**src/rtl/nand_seq_pkg.sv**
```systemverilog
package nand_seq_pkg;
    localparam int FIELD_W = 8;
    localparam int TIM_W   = 4 * FIELD_W;

    // Timing word layout, most significant field first
    typedef struct packed {
        logic [FIELD_W-1:0] hiz;
        logic [FIELD_W-1:0] hold;
        logic [FIELD_W-1:0] wt;
        logic [FIELD_W-1:0] setup;
    } nand_tim_t;

    typedef enum logic [1:0] {
        PH_IDLE,
        PH_SETUP,
        PH_CMD,
        PH_HOLD
    } nand_ph_e;
endpackage

```
**src/rtl/nand_wait_sync.sv**
```systemverilog
module nand_wait_sync #(
    parameter int STAGES = 2
) (
    input  logic clk,
    input  logic rst_n,
    input  logic async_in,
    output logic sync_out
);
    logic [STAGES-1:0] sh_d, sh_q;

    always_comb begin
        sh_d = {sh_q[STAGES-2:0], async_in};
    end

    always_ff @(posedge clk or negedge rst_n) begin
        if (!rst_n) sh_q <= '1;
        else        sh_q <= sh_d;
    end

    assign sync_out = sh_q[STAGES-1];
endmodule

```
**src/rtl/nand_hiz_timer.sv**
```systemverilog
module nand_hiz_timer #(
    parameter int W = 8
) (
    input  logic         clk,
    input  logic         rst_n,
    input  logic         load,
    input  logic [W-1:0] len,
    output logic         expired
);
    logic [W-1:0] cnt_d, cnt_q;

    always_comb begin
        cnt_d = cnt_q;
        if (load)             cnt_d = len;
        else if (cnt_q != '0) cnt_d = cnt_q - W'(1);
    end

    always_ff @(posedge clk or negedge rst_n) begin
        if (!rst_n) cnt_q <= '0;
        else        cnt_q <= cnt_d;
    end

    assign expired = (cnt_q == '0);
endmodule

```
**src/rtl/nand_seq_fsm.sv**
```systemverilog
module nand_seq_fsm
    import nand_seq_pkg::*;
#(
    parameter int AW = 16,
    parameter int DW = 8
) (
    input  logic               clk,
    input  logic               rst_n,
    input  logic               req_valid,
    input  logic               req_write,
    input  logic [AW-1:0]      req_addr,
    input  logic [DW-1:0]      req_wdata,
    input  logic [FIELD_W-1:0] t_setup,
    input  logic [FIELD_W-1:0] t_wait,
    input  logic [FIELD_W-1:0] t_hold,
    input  logic               wait_ok,
    input  logic [DW-1:0]      din,
    input  logic               hiz_over,
    output logic               start,
    output logic               ready,
    output logic               done,
    output logic [DW-1:0]      rdata,
    output logic [AW-1:0]      addr,
    output logic               we_n,
    output logic               oe_n,
    output logic [DW-1:0]      dout,
    output logic               dout_en
);
    localparam int CW = FIELD_W + 1;

    typedef struct packed {
        nand_ph_e           ph;
        logic [CW-1:0]      cnt;
        logic               wr;
        logic [AW-1:0]      addr;
        logic [DW-1:0]      wdata;
        logic [DW-1:0]      rdata;
        logic [FIELD_W-1:0] wt;
        logic [FIELD_W-1:0] hold;
        logic               done;
    } seq_st_t;

    seq_st_t st_d, st_q;

    always_comb begin
        st_d      = st_q;
        st_d.done = 1'b0;
        start     = 1'b0;
        case (st_q.ph)
            PH_IDLE: begin
                if (req_valid) begin
                    start      = 1'b1;
                    st_d.ph    = PH_SETUP;
                    st_d.cnt   = CW'(t_setup);
                    st_d.wr    = req_write;
                    st_d.addr  = req_addr;
                    st_d.wdata = req_wdata;
                    st_d.wt    = t_wait;
                    st_d.hold  = t_hold;
                end
            end
            PH_SETUP: begin
                if (st_q.cnt == '0) begin
                    st_d.ph  = PH_CMD;
                    st_d.cnt = CW'(st_q.wt);
                end else begin
                    st_d.cnt = st_q.cnt - CW'(1);
                end
            end
            PH_CMD: begin
                if (st_q.cnt != '0) begin
                    st_d.cnt = st_q.cnt - CW'(1);
                end else if (wait_ok) begin
                    if (st_q.wr) begin
                        if (st_q.hold == '0) begin
                            st_d.ph   = PH_IDLE;
                            st_d.done = 1'b1;
                        end else begin
                            st_d.ph  = PH_HOLD;
                            st_d.cnt = CW'(st_q.hold) - CW'(1);
                        end
                    end else begin
                        st_d.rdata = din;
                        st_d.ph    = PH_HOLD;
                        st_d.cnt   = CW'(st_q.hold) + CW'(1);
                    end
                end
            end
            PH_HOLD: begin
                if (st_q.cnt == '0) begin
                    st_d.ph   = PH_IDLE;
                    st_d.done = 1'b1;
                end else begin
                    st_d.cnt = st_q.cnt - CW'(1);
                end
            end
            default: st_d.ph = PH_IDLE;
        endcase
    end

    always_ff @(posedge clk or negedge rst_n) begin
        if (!rst_n) begin
            st_q    <= '0;
            st_q.ph <= PH_IDLE;
        end else begin
            st_q <= st_d;
        end
    end

    assign ready   = (st_q.ph == PH_IDLE);
    assign done    = st_q.done;
    assign rdata   = st_q.rdata;
    assign addr    = st_q.addr;
    assign we_n    = !((st_q.ph == PH_CMD) && st_q.wr);
    assign oe_n    = !((st_q.ph == PH_CMD) && !st_q.wr);
    assign dout    = st_q.wdata;
    assign dout_en = st_q.wr && (st_q.ph != PH_IDLE) && hiz_over;
endmodule

```
**src/rtl/nand_cmem_seq.sv**
```systemverilog
module nand_cmem_seq
    import nand_seq_pkg::*;
#(
    parameter int AW = 16,
    parameter int DW = 8
) (
    input  logic             clk,
    input  logic             rst_n,
    input  logic             req_valid,
    input  logic             req_write,
    input  logic [AW-1:0]    req_addr,
    input  logic [DW-1:0]    req_wdata,
    input  logic [TIM_W-1:0] timing,
    output logic             req_ready,
    output logic             done,
    output logic [DW-1:0]    rdata,
    output logic [AW-1:0]    mem_addr,
    output logic             mem_we_n,
    output logic             mem_oe_n,
    output logic [DW-1:0]    mem_dout,
    output logic             mem_dout_en,
    input  logic [DW-1:0]    mem_din,
    input  logic             mem_wait_n
);
    nand_tim_t tim;
    logic      wait_ok;
    logic      start;
    logic      hiz_over;

    assign tim = nand_tim_t'(timing);

    nand_wait_sync #(.STAGES(2)) u_sync (
        .clk      (clk),
        .rst_n    (rst_n),
        .async_in (mem_wait_n),
        .sync_out (wait_ok)
    );

    nand_hiz_timer #(.W(FIELD_W)) u_hiz (
        .clk     (clk),
        .rst_n   (rst_n),
        .load    (start),
        .len     (tim.hiz),
        .expired (hiz_over)
    );

    nand_seq_fsm #(.AW(AW), .DW(DW)) u_fsm (
        .clk       (clk),
        .rst_n     (rst_n),
        .req_valid (req_valid),
        .req_write (req_write),
        .req_addr  (req_addr),
        .req_wdata (req_wdata),
        .t_setup   (tim.setup),
        .t_wait    (tim.wt),
        .t_hold    (tim.hold),
        .wait_ok   (wait_ok),
        .din       (mem_din),
        .hiz_over  (hiz_over),
        .start     (start),
        .ready     (req_ready),
        .done      (done),
        .rdata     (rdata),
        .addr      (mem_addr),
        .we_n      (mem_we_n),
        .oe_n      (mem_oe_n),
        .dout      (mem_dout),
        .dout_en   (mem_dout_en)
    );
endmodule

```
**config.mk**
```make
export PLATFORM = sky130hd
export DESIGN_NAME = nand_cmem_seq
export DESIGN_NICKNAME = d
export VERILOG_FILES = /design/src/rtl/nand_seq_pkg.sv /design/src/rtl/nand_wait_sync.sv /design/src/rtl/nand_hiz_timer.sv /design/src/rtl/nand_seq_fsm.sv /design/src/rtl/nand_cmem_seq.sv
export SDC_FILE = /design/constraint.sdc
export NUM_CORES = 1
export LEC_CHECK = 0
export BUFFER_PORTS_ARGS = -buffer_cell sky130_fd_sc_hd__buf_4
export CELL_PAD_IN_SITES_DETAIL_PLACEMENT = 1
export CELL_PAD_IN_SITES_GLOBAL_PLACEMENT = 2
export CORE_UTILIZATION = 31
export DETAILED_ROUTE_END_ITERATION = 10
export GPL_ROUTABILITY_DRIVEN = 0
export PLACE_DENSITY_LB_ADDON = 0.2
export SYNTH_ARGS = -nofsm -noshare
export SYNTH_HDL_FRONTEND = slang
export SYNTH_SLANG_ARGS = --single-unit
```
**constraint.sdc**
```tcl
create_clock -name clk -period 3.2 [get_ports clk]
set_input_delay 0.64 -clock clk [delete_from_list [all_inputs] [get_ports clk]]
set_output_delay 0.64 -clock clk [all_outputs]
set_load 0.1 [all_outputs]
```
After elaboration in Yosys (flattened, before gate mapping)

Index checks and enable logic that the tools add are counted.

Bits in registers: 71
Output and inout port bits: 37

Equal/unequal tests: 11
Bitwise gates (word level): 2
Mux-type cells: 22
$add $sub $neg: 4
Reduce and logical (&&, ||, !) cells: 19

Operators with widths:

| kind                                              | number |
|---|---|
| one-hot mux 11 bit (4 select lines)               | 1 |
| 2-to-1 mux 36 bit                                 | 1 |
| 2-to-1 mux 9 bit                                  | 4 |
| 2-to-1 mux 11 bit                                 | 2 |
| zero test 8 bit                                   | 2 |
| 2-to-1 mux 8 bit                                  | 2 |
| adder 8 x 1 -> 9 bit (second input constant)      | 1 |
| zero test 9 bit                                   | 1 |
| nonzero test 9 bit                                | 1 |
| subtractor 8 x 1 -> 9 bit (second input constant) | 1 |
| subtractor 9 x 1 -> 9 bit (second input constant) | 1 |
| 2-to-1 mux 2 bit                                  | 4 |
| != test 2 bit (second input constant)             | 4 |
| AND reduction 4 bit                               | 2 |
| nonzero test 8 bit                                | 1 |
| subtractor 8 x 1 -> 8 bit (second input constant) | 1 |
| 2-to-1 mux 1 bit                                  | 7 |
| AND reduction 5 bit                               | 1 |
| == test 2 bit (second input constant)             | 2 |
| logical AND 1 bit                                 | 4 |
| != test 2 x 1 -> 1 bit (second input constant)    | 2 |
| != test 4 bit (second input constant)             | 1 |
| nonzero test 2 bit                                | 2 |
| zero test 1 bit                                   | 3 |
| 6 further kinds                                   | 7 |

Longest topological paths before layout

Gate-level depths: netlist of the first run.

Depth after elaboration: 6
Depth in mapped cells: 9
Mapped depth without buffers: 8

By module

From an unflattened synthesis of the first run, not the netlist that was laid out.

Cell total of the unflattened synthesis: 356
Area total of the unflattened synthesis: 3887.5 um^2

By module, submodules not included:

| module         | seq. area each (um^2) | area an instance (um^2) | cells an instance | times used |
|---|---|---|---|---|
| nand_seq_fsm   | 1526.5                | 3358.2                  | 300               | 1 |
| nand_hiz_timer | 200.2                 | 476.7                   | 54                | 1 |
| nand_wait_sync | 52.6                  | 52.6                    | 2                 | 1 |

Worst setup path after synthesis of the first run

Ideal clock, no wire load.

Path type: flip-flop to output port
Start: register u_hiz.cnt_q[4]
End: output mem_dout_en
Required time: 2560 ps
Buffers on the path: 0
Path slack: -517 ps
Arrival time: 3077 ps
Stages on the path, launching flop included: 4
Cell sequence: dfrtp_1 > nor4_1 > nand3_1 > nor3_1

Longest elaborated chain between the ends: 2

RTL lines:

| element                | RTL line             | RTL |
|---|---|---|
| start, declared        | nand_hiz_timer.sv:10 | `logic [W-1:0] cnt_d, cnt_q;` |
| start signal, assigned | nand_hiz_timer.sv:20 | `else cnt_q <= cnt_d;` |
| zero test 8 bit        | nand_hiz_timer.sv:23 | `assign expired = (cnt_q == '0);` |
| logical AND 1 bit      | nand_seq_fsm.sv:117  | `assign dout_en = st_q.wr && (st_q.ph != PH_IDLE) && hiz_over;` |
| end, declared          | nand_cmem_seq.sv:21  | `output logic mem_dout_en,` |

No other way between the ends.

Final worst setup path of the first run

Same ends and word-level chain as after synthesis.

==> run summary, run 1 <==
Status -> finished, final reports clean
Worst slew pin tran -> 936 ps
Row Count -> 40
Cell with the most instances after synthesis -> nand2_1
Avg WL per Cell -> 15.4 µm
Clk pin slew, worst setup/hold paths -> 60 ps
P_leak -> 2.46 nW
Combinational share of power -> 49.1%
Die W -> 114 µm
Full die area -> 13000 µm²
Max Cap Violations -> 0
Post-CTS Setup Repair Bufs -> 0
Post_cts resized -> 0
Via-to-Cell Ratio -> 4.78
Avg Cell Area, Syn -> 9.16 µm²
Kind of cell adding the most delay to the critical path -> simple AND/OR/NAND/NOR gates
Sequential Power Share -> 29.7%
Number of global-route vias before repair -> 3349
Synthesis-stage register bit count -> 71
Top-Level Pins -> 106
Mapped Cells -> 426
Crit path cell chain -> nor4_2 > nand3_2 > nor3_2 > buf_4
Nets -> 578
Initial Utilization -> 32.1%
Drt drc -> 0
Top cell type's share of synthesized area -> 44.3%
Worst setup EP type -> output port
Routed Wire Length -> 10.4 mm
Die H -> 114 µm
Mapped cell area -> 3900 µm²
Post-CTS Hold Fix Bufs -> 0
Clk root buf -> clkbuf_16
Ant diodes -> 0
Cell variety after synth -> 57
Crit path max fanout -> 8
Worst vdd ir -> 0.575 mV
Achievable Freq -> 380 MHz
Async SR Flop Fraction -> 100%
Hold Vio Cnt, Final -> 0
Vias -> 3209
First-pass GRT wire length -> 17.1 mm
Final period util -> 82.2%
Ratio of cells with drive above 1 in the final layout -> 30.6%
Final setup fails -> 0
Yosys top cell by area -> dfrtp_1
CTS H-tree lvls -> 3
Pwr Density -> 1050 nW/µm²
Crit Path Class -> register to output port
Initial antenna violation count -> 0
DRT antenna net count -> 0
Drt initial violations -> 100
Drt pass-1 iters -> 4
Worst-case clock buffer depth -> 2
IO Port Bufs -> 105
Setup Total Neg Slack -> 0 ps
Seq/Total Area, Yosys -> 45.6%
Design internal power -> 2.74 mW
Sw Share -> 47.1%
NetSw -> 2.45 mW
CP max stage cell -> dfrtp_1
CTS tree -> built
Clk Latency, worst-skew pair -> 340 ps
Commonest register cell after synthesis -> dfrtp_1
Core area -> 12200 µm²
Inserted Clock Buffers -> 9
RSZ-0062 raised after global routing -> no
Number of synthesized flops with an enable pin -> 0
DPL Wire Length -> 7.48 mm
CP Launch Type -> register
Clk sinks -> 71
Synth cell count leaders -> 116 x nand2_1, 69 x dfrtp_1, 33 x buf_4, 24 x nor2_1, 18 x o21ai_1
Synth warn -> 0
Grt ovf -> 0
Slew margin rel. -> 37.6%
Synth area leaders -> dfrtp_1 44%, nand2_1 11%, buf_4 6.4%, ha_1 3.2%, mux2_2 2.6%
All-layer global routing usage -> 17.3%
Clk pwr share -> 21.1%
Critical path's largest stage delay -> 420 ps
Largest net degree at the start of global routing -> 72
CP bufs+invs -> 1
Synthesized Nets -> 506
Setup skew after layout -> 4.04 ps
Total power -> 5.19 mW
Critical Path RT -> 2560 ps
Clock period minus worst slack -> 2630 ps
Area Growth Syn to Fin -> 27.2%
Worst hold path class -> register to register
CP arrival -> 1990 ps
Final Slew Violations -> 0
==> placed cells by master, fill, tap and decap left out, types with 3 or more instances in the layout <==
cell       count
nand3_1        4
a211oi_1       4
inv_1         14
xnor2_1        4
a21oi_1       17
dfrtp_1       69
clkbuf_16      9
ha_1          10
o31a_1         3
nand2b_1       5
a31oi_1        4
buf_4        108
nor3_1         6
nand2_1      116
nor2_1        23
o21ai_1       18
mux2_1         8
nor4_1         4
a222oi_1       3
mux2_2         9
nor2b_1        4
o21ai_0        5
xor2_1         5
==> logic make-up (layout without fill, tap and decap cells) <==
family,Yosys count,count (layout),synth area share [%]
simple gates,181,181,21.7
compound gates,73,73,12.0
flops,71,71,45.6
buf+inv,61,138,9.17
mux,19,19,5.42
fa+ha+maj,12,12,4.01
xor+xnor,9,9,2.02
==> worst paths after layout <==
| kind | startpoint | to | slack [ps] | depth (start not counted) |
|---|---|---|---|---|
| worst max register to register | u_fsm.st_q[49]$_DFFE_PN0P_ | u_fsm.st_q[56]$_DFFE_PN0P_ | 590 | 8 |
| max in group asynchronous | rst_n | u_fsm.addr[5]$_DFFE_PN0P_ | 2140 | 1 |
| worst min register to register | u_sync.sh_q[0]$_DFF_PN1_ | u_sync.sh_q[1]$_DFF_PN1_ | 360 | 0 |
| worst max-delay path | u_hiz.cnt_q[4]$_DFFE_PN0P_ | mem_dout_en | 570 | 4 |
| min in group asynchronous | rst_n | u_fsm.rdata[1]$_DFFE_PN0P_ | 430 | 1 |
| worst min-delay path | u_sync.sh_q[0]$_DFF_PN1_ | u_sync.sh_q[1]$_DFF_PN1_ | 360 | 0 |
==> final cells by class <==
type	instances	area, µm²
clock buffers	11	243
clock inverters	5	81.3
fillers	1437	7200
inverters	14	52.6
multi-input cells	294	1780
flip-flops and latches	71	1780
well taps	168	210
repair buffers	108	811
==> metal layers <==
metal / GRT usage (%) / wire length [µm]
met1: 20.7 / 4300
met2: 28.5 / 5150
met3: 6.41 / 687
met4: 6.32 / 231
met5: 0 / 0
==> per-stage QoR <==
stage | cells | util (%) | hold slack, ps | area, µm² | setup WS (ps)
2_1_floorplan | 426 | - | 344 | 3920 | 375
3_3_place_gp | 655 | 38.1 | 346 | 4640 | 728
3_5_place_dp | 655 | 38.1 | 347 | 4640 | 607
4_1_cts | 671 | 40.8 | 356 | 4960 | 539
5_1_grt | 671 | 40.8 | 357 | 4960 | 389
6_report | 671 | 40.8 | 356 | 4960 | 570
==> registers in the layout (all words and copies together) (netlist names) <==
register / count
u_fsm.done: 1
u_sync.sh_q: 2
u_hiz.cnt_q: 8
u_fsm.addr: 16
u_fsm.st_q: 28
u_fsm.dout: 8
u_fsm.rdata: 8
==> power by group through the flow <==
stage | clock (mW) | sequential [mW] | combinational [mW]
3_3_place_gp | 0 | 1.55 | 2.55
2_1_floorplan | 0 | 1.44 | 2.18
5_1_grt | 1.16 | 1.60 | 2.80
4_1_cts | 1.13 | 1.55 | 2.59
3_5_place_dp | 0 | 1.56 | 2.58
6_report | 1.10 | 1.54 | 2.55
Power figures use the tool's default switching activity.
==> inputs of run 2 (changes only) <==
--- a/config.mk
+++ b/config.mk
@@ -8,7 +8,7 @@
 export BUFFER_PORTS_ARGS = -buffer_cell sky130_fd_sc_hd__buf_4
 export CELL_PAD_IN_SITES_DETAIL_PLACEMENT = 1
 export CELL_PAD_IN_SITES_GLOBAL_PLACEMENT = 2
-export CORE_UTILIZATION = 31
+export CORE_UTILIZATION = 28
 export DETAILED_ROUTE_END_ITERATION = 10
 export GPL_ROUTABILITY_DRIVEN = 0
 export PLACE_DENSITY_LB_ADDON = 0.2
==> constraint.sdc (replaced) <==
create_clock -name clk -period 2.35 [get_ports clk]
set_input_delay 0.47 -clock clk [delete_from_list [all_inputs] [get_ports clk]]
set_output_delay 0.47 -clock clk [all_outputs]
set_load 0.1 [all_outputs]
==> run 2 against run 1 <==
Net effect:
- critical path depth did not move
- total power rose by 39%
- design area rose by 4.6%
- via count rose by 2.5%
- setup slack got worse by 450 ps
- final cell count rose by 4.2%
- clock skew fell by 0.53 ps
- utilization fell by 2.1 points
- global-route usage fell by 1.5 points
- non-clock buffer count rose by 20
- sequential share of layout area fell by 1.6 points
- critical path type unchanged
- largest cell class unchanged
- largest power group unchanged
==> run summary, run 2 (synthesis gave the netlist of run 1 again) <==
Max Cap Violations -> 0 (unchanged)
CP Launch Type -> register (unchanged)
Worst setup EP type -> output port (unchanged)
Initial Utilization -> 29.1% (was 32.1%)
CTS tree -> built (unchanged)
CTS H-tree lvls -> 3 (unchanged)
Area Growth Syn to Fin -> 33.0% (was 27.2%)
Top-Level Pins -> 106 (unchanged)
Reg2reg start -> u_fsm.st_q[49]$_DFFE_PN0P_ (unchanged)
Setup crit start -> u_hiz.cnt_q[4]$_DFFE_PN0P_ (unchanged)
Worst hold path class -> input port to asynchronous set/reset pin (was register to register)
Clock period minus worst slack -> 2230 ps
Drt drc -> 0 (unchanged)
Die H -> 120 µm (was 114 µm)
Ratio of cells with drive above 1 in the final layout -> 34.2% (was 30.6%)
Clk sinks -> 71 (unchanged)
Grt ovf -> 0 (unchanged)
Setup Total Neg Slack -> 0 ps (unchanged)
CP max stage cell -> dfrtp_1 (unchanged)
Critical Path RT -> 1880 ps (was 2560 ps)
Setup skew after layout -> 3.52 ps (was 4.04 ps)
Vias -> 3290 (was 3209)
Kind of cell adding the most delay to the critical path -> simple AND/OR/NAND/NOR gates (unchanged)
Clk Latency, worst-skew pair -> 330 ps (was 340 ps)
Hold slack -> 97.9 ps (was 356 ps)
Worst slew pin tran -> 534 ps (was 936 ps)
Post-CTS Hold Fix Bufs -> 0 (unchanged)
Largest net degree at the start of global routing -> 40 (was 72)
Crit path cell chain -> nor4_2 > nand3_2 > nor3_4 > buf_6 (was nor4_2 > nand3_2 > nor3_2 > buf_4)
Core area -> 13400 µm² (was 12200 µm²)
CP bufs+invs -> 1 (unchanged)
RSZ-0062 raised after global routing -> no (unchanged)
Max reg flops -> 28 (unchanged)
Full die area -> 14400 µm² (was 13000 µm²)
Clk root buf -> clkbuf_16 (unchanged)
Worst vdd ir -> 0.620 mV (was 0.575 mV)
Final setup fails -> 0 (unchanged)
Worst-case clock buffer depth -> 2 (unchanged)
Ant diodes -> 0 (unchanged)
Nets -> 598 (was 578)
Pwr Density -> 1390 nW/µm² (was 1050 nW/µm²)
Clk pin slew, worst setup/hold paths -> 50 ps (was 60 ps)
Fill cells -> 1580 (was 1437)
Register area -> 1780 µm² (about the same)
Slew margin rel. -> 64.0% (was 37.6%)
Achievable Freq -> 449 MHz
Most frequent cells in the layout -> 123 x buf_4, 116 x nand2_1, 68 x dfrtp_1 (was 116 x nand2_1, 108 x buf_4, 69 x dfrtp_1)
CP arrival -> 1760 ps (was 1990 ps)
Drt initial violations -> 129 (was 100)
Crit path max fanout -> 5 (was 8)
Final Slew Violations -> 0 (unchanged)
Hold Vio Cnt, Final -> 0 (unchanged)
IO Port Bufs -> 105 (unchanged)
Critical path's largest stage delay -> 430 ps (was 420 ps)
Via-to-Cell Ratio -> 4.71 (was 4.78)
Drt pass-1 iters -> 4 (unchanged)
All-layer global routing usage -> 15.8% (was 17.3%)
Crit Path Class -> register to output port (unchanged)
Avg WL per Cell -> 15.3 µm (was 15.4 µm)
P_leak -> 2.57 nW (was 2.46 nW)
First-pass GRT wire length -> 17.6 mm (was 17.1 mm)
Commonest non-fill, non-tap cell in the layout -> buf_4 (was nand2_1)
Final period util -> 94.8%
Number of global-route vias before repair -> 3463 (was 3349)
Initial antenna violation count -> 0 (unchanged)
DPL Wire Length -> 7.99 mm (was 7.48 mm)
Largest Register -> u_fsm.st_q (unchanged)
Inserted Clock Buffers -> 9 (unchanged)
Row Count -> 42 (was 40)
DRT antenna net count -> 0 (unchanged)
Routed Wire Length -> 10.7 mm (was 10.4 mm)
Die W -> 120 µm (was 114 µm)
Status -> finished, final reports clean (unchanged)
Area of the multi-input gates -> 1810 µm² (was 1780 µm²)
## run 2: cell count changes in the layout (fill, tap and decap cells not counted), moves of 2 or more
cell	change
a211oi_2	+2
buf_4	+15
a211oi_1	-2
buf_12	+4
clkbuf_8	+2
## run 2: report_power, final
part | leakage (nW) | switching [mW] | internal, mW
clock network | 0.149 | 0.508 | 0.910
logic | 1.51 | 2.45 | 1.27
registers | 0.905 | 0.407 | 1.65
total | 2.57 | 3.37 | 3.83
## run 2: per-stage QoR
| stage | power [mW] | utilization (%) | cell area [µm²] | worst slack [ps] | cells |
|---|---|---|---|---|---|
| final | 7.20 | 38.7 | 5190 | 123 | 699 |
| after global routing | 7.73 | 38.7 | 5190 | 3.87 | 699 |
| after CTS | 7.28 | 38.2 | 5110 | 41.2 | 694 |
| after detailed placement | 5.81 | 35.8 | 4800 | 69.8 | 678 |
| after global placement | 5.74 | 35.8 | 4800 | 176 | 678 |
| after floorplan | 4.94 | - | 3930 | 5.29 | 426 |
## run 2: cell type report
| type | instances | share of cell area (%) |
|---|---|---|
| Multi-Input combinational cell | 294 | 34.9 |
| Inverter | 14 | 1.01 |
| Tap cell | 176 | 4.24 |
| Sequential cell | 71 | 34.3 |
| Clock inverter | 2 | 0.723 |
| Timing Repair Buffer | 128 | 19.6 |
| Clock buffer | 14 | 5.28 |
## run 2: timing repair
item                                    4_1_cts  5_1_grt
endpoints found under the setup margin        0       16
gates resized for setup                       0        7
buffers inserted                              0        5
## run 2: final timing paths
check                                              to  slack, ps  cells after the start
hold reg to reg              u_sync.sh_q[1]$_DFF_PN1_        360                      0
hold / removal             u_fsm.rdata[0]$_DFFE_PN0P_        100                      1
setup reg to reg           u_fsm.st_q[56]$_DFFE_PN0P_        150                      8
setup / recovery                          mem_dout_en        120                      4
min in group clk             u_sync.sh_q[0]$_DFF_PN1_        250                      1
max in group asynchronous    u_sync.sh_q[0]$_DFF_PN1_       1610                      2
## run 2: metal layers
metal | global-route usage, % | wire (µm) | up-vias | part of all wire [%]
li1 | - | - | 1603 | -
met3 | 4.13 | 567 | 11 | 5.3
met2 | 25.6 | 5220 | 66 | 49
met1 | 19.9 | 4750 | 1610 | 44
met4 | 6.56 | 186 | 0 | 1.7
met5 | 0 | 0 | - | 0
==> inputs of run 3 (changes only) <==
--- a/config.mk
+++ b/config.mk
@@ -12,6 +12,7 @@
 export DETAILED_ROUTE_END_ITERATION = 10
 export GPL_ROUTABILITY_DRIVEN = 0
 export PLACE_DENSITY_LB_ADDON = 0.2
+export RECOVER_POWER = 25
 export SYNTH_ARGS = -nofsm -noshare
 export SYNTH_HDL_FRONTEND = slang
 export SYNTH_SLANG_ARGS = --single-unit
==> run 3 against run 2 <==
Net effect:
- fmax grew 0.29%
- critical path depth is the same
- sequential power is essentially flat
- global-route usage is the same
- routed wire length shrank 0.15%
- via count is the same
- register-to-register slack is essentially flat
- largest power group unchanged
- sequential share of layout area grew 0.12 points
- die area is the same
- clock-buffer cell count is the same
- utilization shrank 0.13 points
==> run summary, run 3 (synthesis gave the netlist of run 1 again) <==
Max reg flops -> 28 (unchanged)
IO Port Bufs -> 105 (unchanged)
Clk pwr share -> 19.7% (about the same)
Worst setup EP type -> output port (unchanged)
Drt drc -> 0 (unchanged)
Sequential Power Share -> 28.5% (about the same)
Final period util -> 94.5% (was 94.8%)
Core area -> 13400 µm² (unchanged)
Crit Path Class -> register to output port (unchanged)
Setup Total Neg Slack -> 0 ps (unchanged)
Die H -> 120 µm (unchanged)
Clk sinks -> 71 (unchanged)
CTS H-tree lvls -> 3 (unchanged)
Met1 capacity usage during global routing -> 19.9% (unchanged)
Drt initial violations -> 98 (was 129)
Hold depth -> 1
Die W -> 120 µm (unchanged)
Worst slew pin tran -> 1000 ps (was 534 ps)
Avg WL per Cell -> 15.3 µm (about the same)
Hold Vio Cnt, Final -> 0 (unchanged)
Design internal power -> 3.83 mW (about the same)
Reg2reg start -> u_fsm.st_q[49]$_DFFE_PN0P_ (unchanged)
Grt ovf -> 0 (unchanged)
Pwr Density -> 1390 nW/µm² (about the same)
DPL Wire Length -> 7.99 mm (unchanged)
Clock period minus worst slack -> 2220 ps (was 2230 ps)
Busiest grt layer -> met2 (unchanged)
Status -> finished, final reports clean (unchanged)
Hold EP -> u_sync.sh_q[0]$_DFF_PN1_
Fill cells -> 1582 (was 1580)
GR Util met2 -> 25.6% (unchanged)
Routed Wire Length -> 10.7 mm (about the same)
Nets -> 598 (unchanged)
Largest Register -> u_fsm.st_q (unchanged)
Sw Share -> 46.8% (about the same)
Worst vdd ir -> 0.619 mV (was 0.620 mV)
Full die area -> 14400 µm² (unchanged)
Clk pin slew, worst setup/hold paths -> 50 ps (about the same)
Ant diodes -> 0 (unchanged)
Setup skew after layout -> 3.41 ps (was 3.52 ps)
Initial Utilization -> 29.1% (unchanged)
Combinational share of power -> 51.7% (was 51.8%)
Achievable Freq -> 450 MHz (was 449 MHz)
Max Cap Violations -> 0 (unchanged)
All-layer global routing usage -> 15.8% (unchanged)
Commonest non-fill, non-tap cell in the layout -> buf_4 (unchanged)
Worst-case clock buffer depth -> 2 (unchanged)
Slew margin rel. -> 33.1% (was 64.0%)
Crit path max fanout -> 5 (unchanged)
Met3 Resource Use GR -> 4.13% (unchanged)
Most frequent cells in the layout -> 121 x buf_4, 116 x nand2_1, 68 x dfrtp_1 (was 123 x buf_4, 116 x nand2_1, 68 x dfrtp_1)
Crit path cell chain -> nor4_2 > nand3_2 > nor3_4 > buf_6 (unchanged)
Clk Latency, worst-skew pair -> 330 ps (about the same)
RSZ-0062 raised after global routing -> no (unchanged)
Inserted Clock Buffers -> 9 (unchanged)
Final Slew Violations -> 0 (unchanged)
Critical Path RT -> 1880 ps (about the same)
Kind of cell adding the most delay to the critical path -> simple AND/OR/NAND/NOR gates (unchanged)
Initial antenna violation count -> 0 (unchanged)
DRT antenna net count -> 0 (unchanged)
HP Start -> mem_wait_n
Drt pass-1 iters -> 4 (unchanged)
Vias -> 3290 (unchanged)
P_leak -> 2.56 nW (was 2.57 nW)
Via-to-Cell Ratio -> 4.71 (unchanged)
Number of global-route vias before repair -> 3463 (unchanged)
Area Growth Syn to Fin -> 32.6% (was 33.0%)
CP max stage cell -> dfrtp_1 (unchanged)
CP bufs+invs -> 1 (unchanged)
Row Count -> 42 (unchanged)
Top-Level Pins -> 106 (unchanged)
Clk root buf -> clkbuf_16 (unchanged)
FF-to-FF setup slack -> 150 ps (about the same)
CP arrival -> 1750 ps (was 1760 ps)
Largest net degree at the start of global routing -> 40 (unchanged)
Final setup fails -> 0 (unchanged)
CTS tree -> built (unchanged)
Critical path's largest stage delay -> 430 ps (about the same)
First-pass GRT wire length -> 17.6 mm (unchanged)
Ratio of cells with drive above 1 in the final layout -> 34.2% (unchanged)
Crit Reg-Reg Endpoint -> u_fsm.st_q[56]$_DFFE_PN0P_ (unchanged)
CP Launch Type -> register (unchanged)
Fin util -> 38.6% (was 38.7%)
NetSw -> 3.37 mW (about the same)
Worst hold path class -> input port to register (was input port to asynchronous set/reset pin)
Worst-case reg-to-reg path depth -> 8 (unchanged)
-- run 3: cell types whose count changed in the layout (fill, tap and decap cells not counted), sizes merged --
cell	before	now
buf	128	125
clkbuf	14	17
-- run 3: final cells by class --
type | count | area [µm²] | area share, %
flip-flops and latches | 71 | 1780 | 34.4
multi-input cells | 294 | 1810 | 35.0
inverters | 14 | 52.6 | 1.02
repair buffers | 128 | 997 | 19.3
well taps | 176 | 220 | 4.26
clock buffers | 14 | 274 | 5.30
clock inverters | 2 | 37.5 | 0.726
-- run 3: power groups by stage --
stage | Combinational [mW] | Sequential (mW) | Clock (mW)
global placement | 3.69 | 2.05 | 0
detailed placement | 3.74 | 2.07 | 0
global route | 4.08 | 2.12 | 1.53
finish | 3.72 | 2.05 | 1.42
floorplan | 2.98 | 1.96 | 0
CTS | 3.75 | 2.05 | 1.47
-- run 3: worst max-delay path by stage --
stage | start | end | slack [ps] | cells past startpoint
final | u_hiz.cnt_q[4]$_DFFE_PN0P_ | mem_dout_en | 130 | 4
after global routing | u_fsm.st_q[49]$_DFFE_PN0P_ | u_fsm.st_q[55]$_DFFE_PN0P_ | 4 | 7
after CTS | u_hiz.cnt_q[4]$_DFFE_PN0P_ | mem_dout_en | 40 | 4
after detailed placement | u_fsm.st_q[50]$_DFFE_PN0P_ | u_fsm.rdata[4]$_DFFE_PN0P_ | 70 | 8
after global placement | u_fsm.st_q[50]$_DFFE_PN0P_ | u_fsm.st_q[53]$_DFFE_PN0P_ | 180 | 8
after floorplan | u_fsm.st_q[60]$_DFFE_PN0P_ | u_fsm.st_q[2]$_DFFE_PN0P_ | 5 | 6
-- run 3: stage by stage --
stage / total power [mW] / hold slack (ps) / cells / setup slack, ps / area (µm²)
after detailed placement: 5.81 / 348 / 678 / 69.8 / 4800
after CTS: 7.28 / 112 / 694 / 41.2 / 5110
final: 7.19 / 250 / 699 / 129 / 5170
after global routing: 7.73 / 233 / 699 / 3.87 / 5170
after floorplan: 4.94 / 174 / 426 / 5.29 / 3930
after global placement: 5.74 / 347 / 678 / 176 / 4800
-- run 3: repair_timing --
| item | in CTS | in global routing |
|---|---|---|
| endpoints found under the setup margin | 0 | 16 |
| hold buffers | 0 | 0 |
| gates resized for setup | 0 | 7 |
| setup buffers | 0 | 5 |
-- run 3: layer usage --
| layer | part of all wire, % | up-vias |
|---|---|---|
| li1 | - | 1598 |
| met2 | 49 | 71 |
| met4 | 1.7 | 0 |
| met1 | 44 | 1610 |
| met3 | 5.5 | 11 |
| met5 | 0 | - |
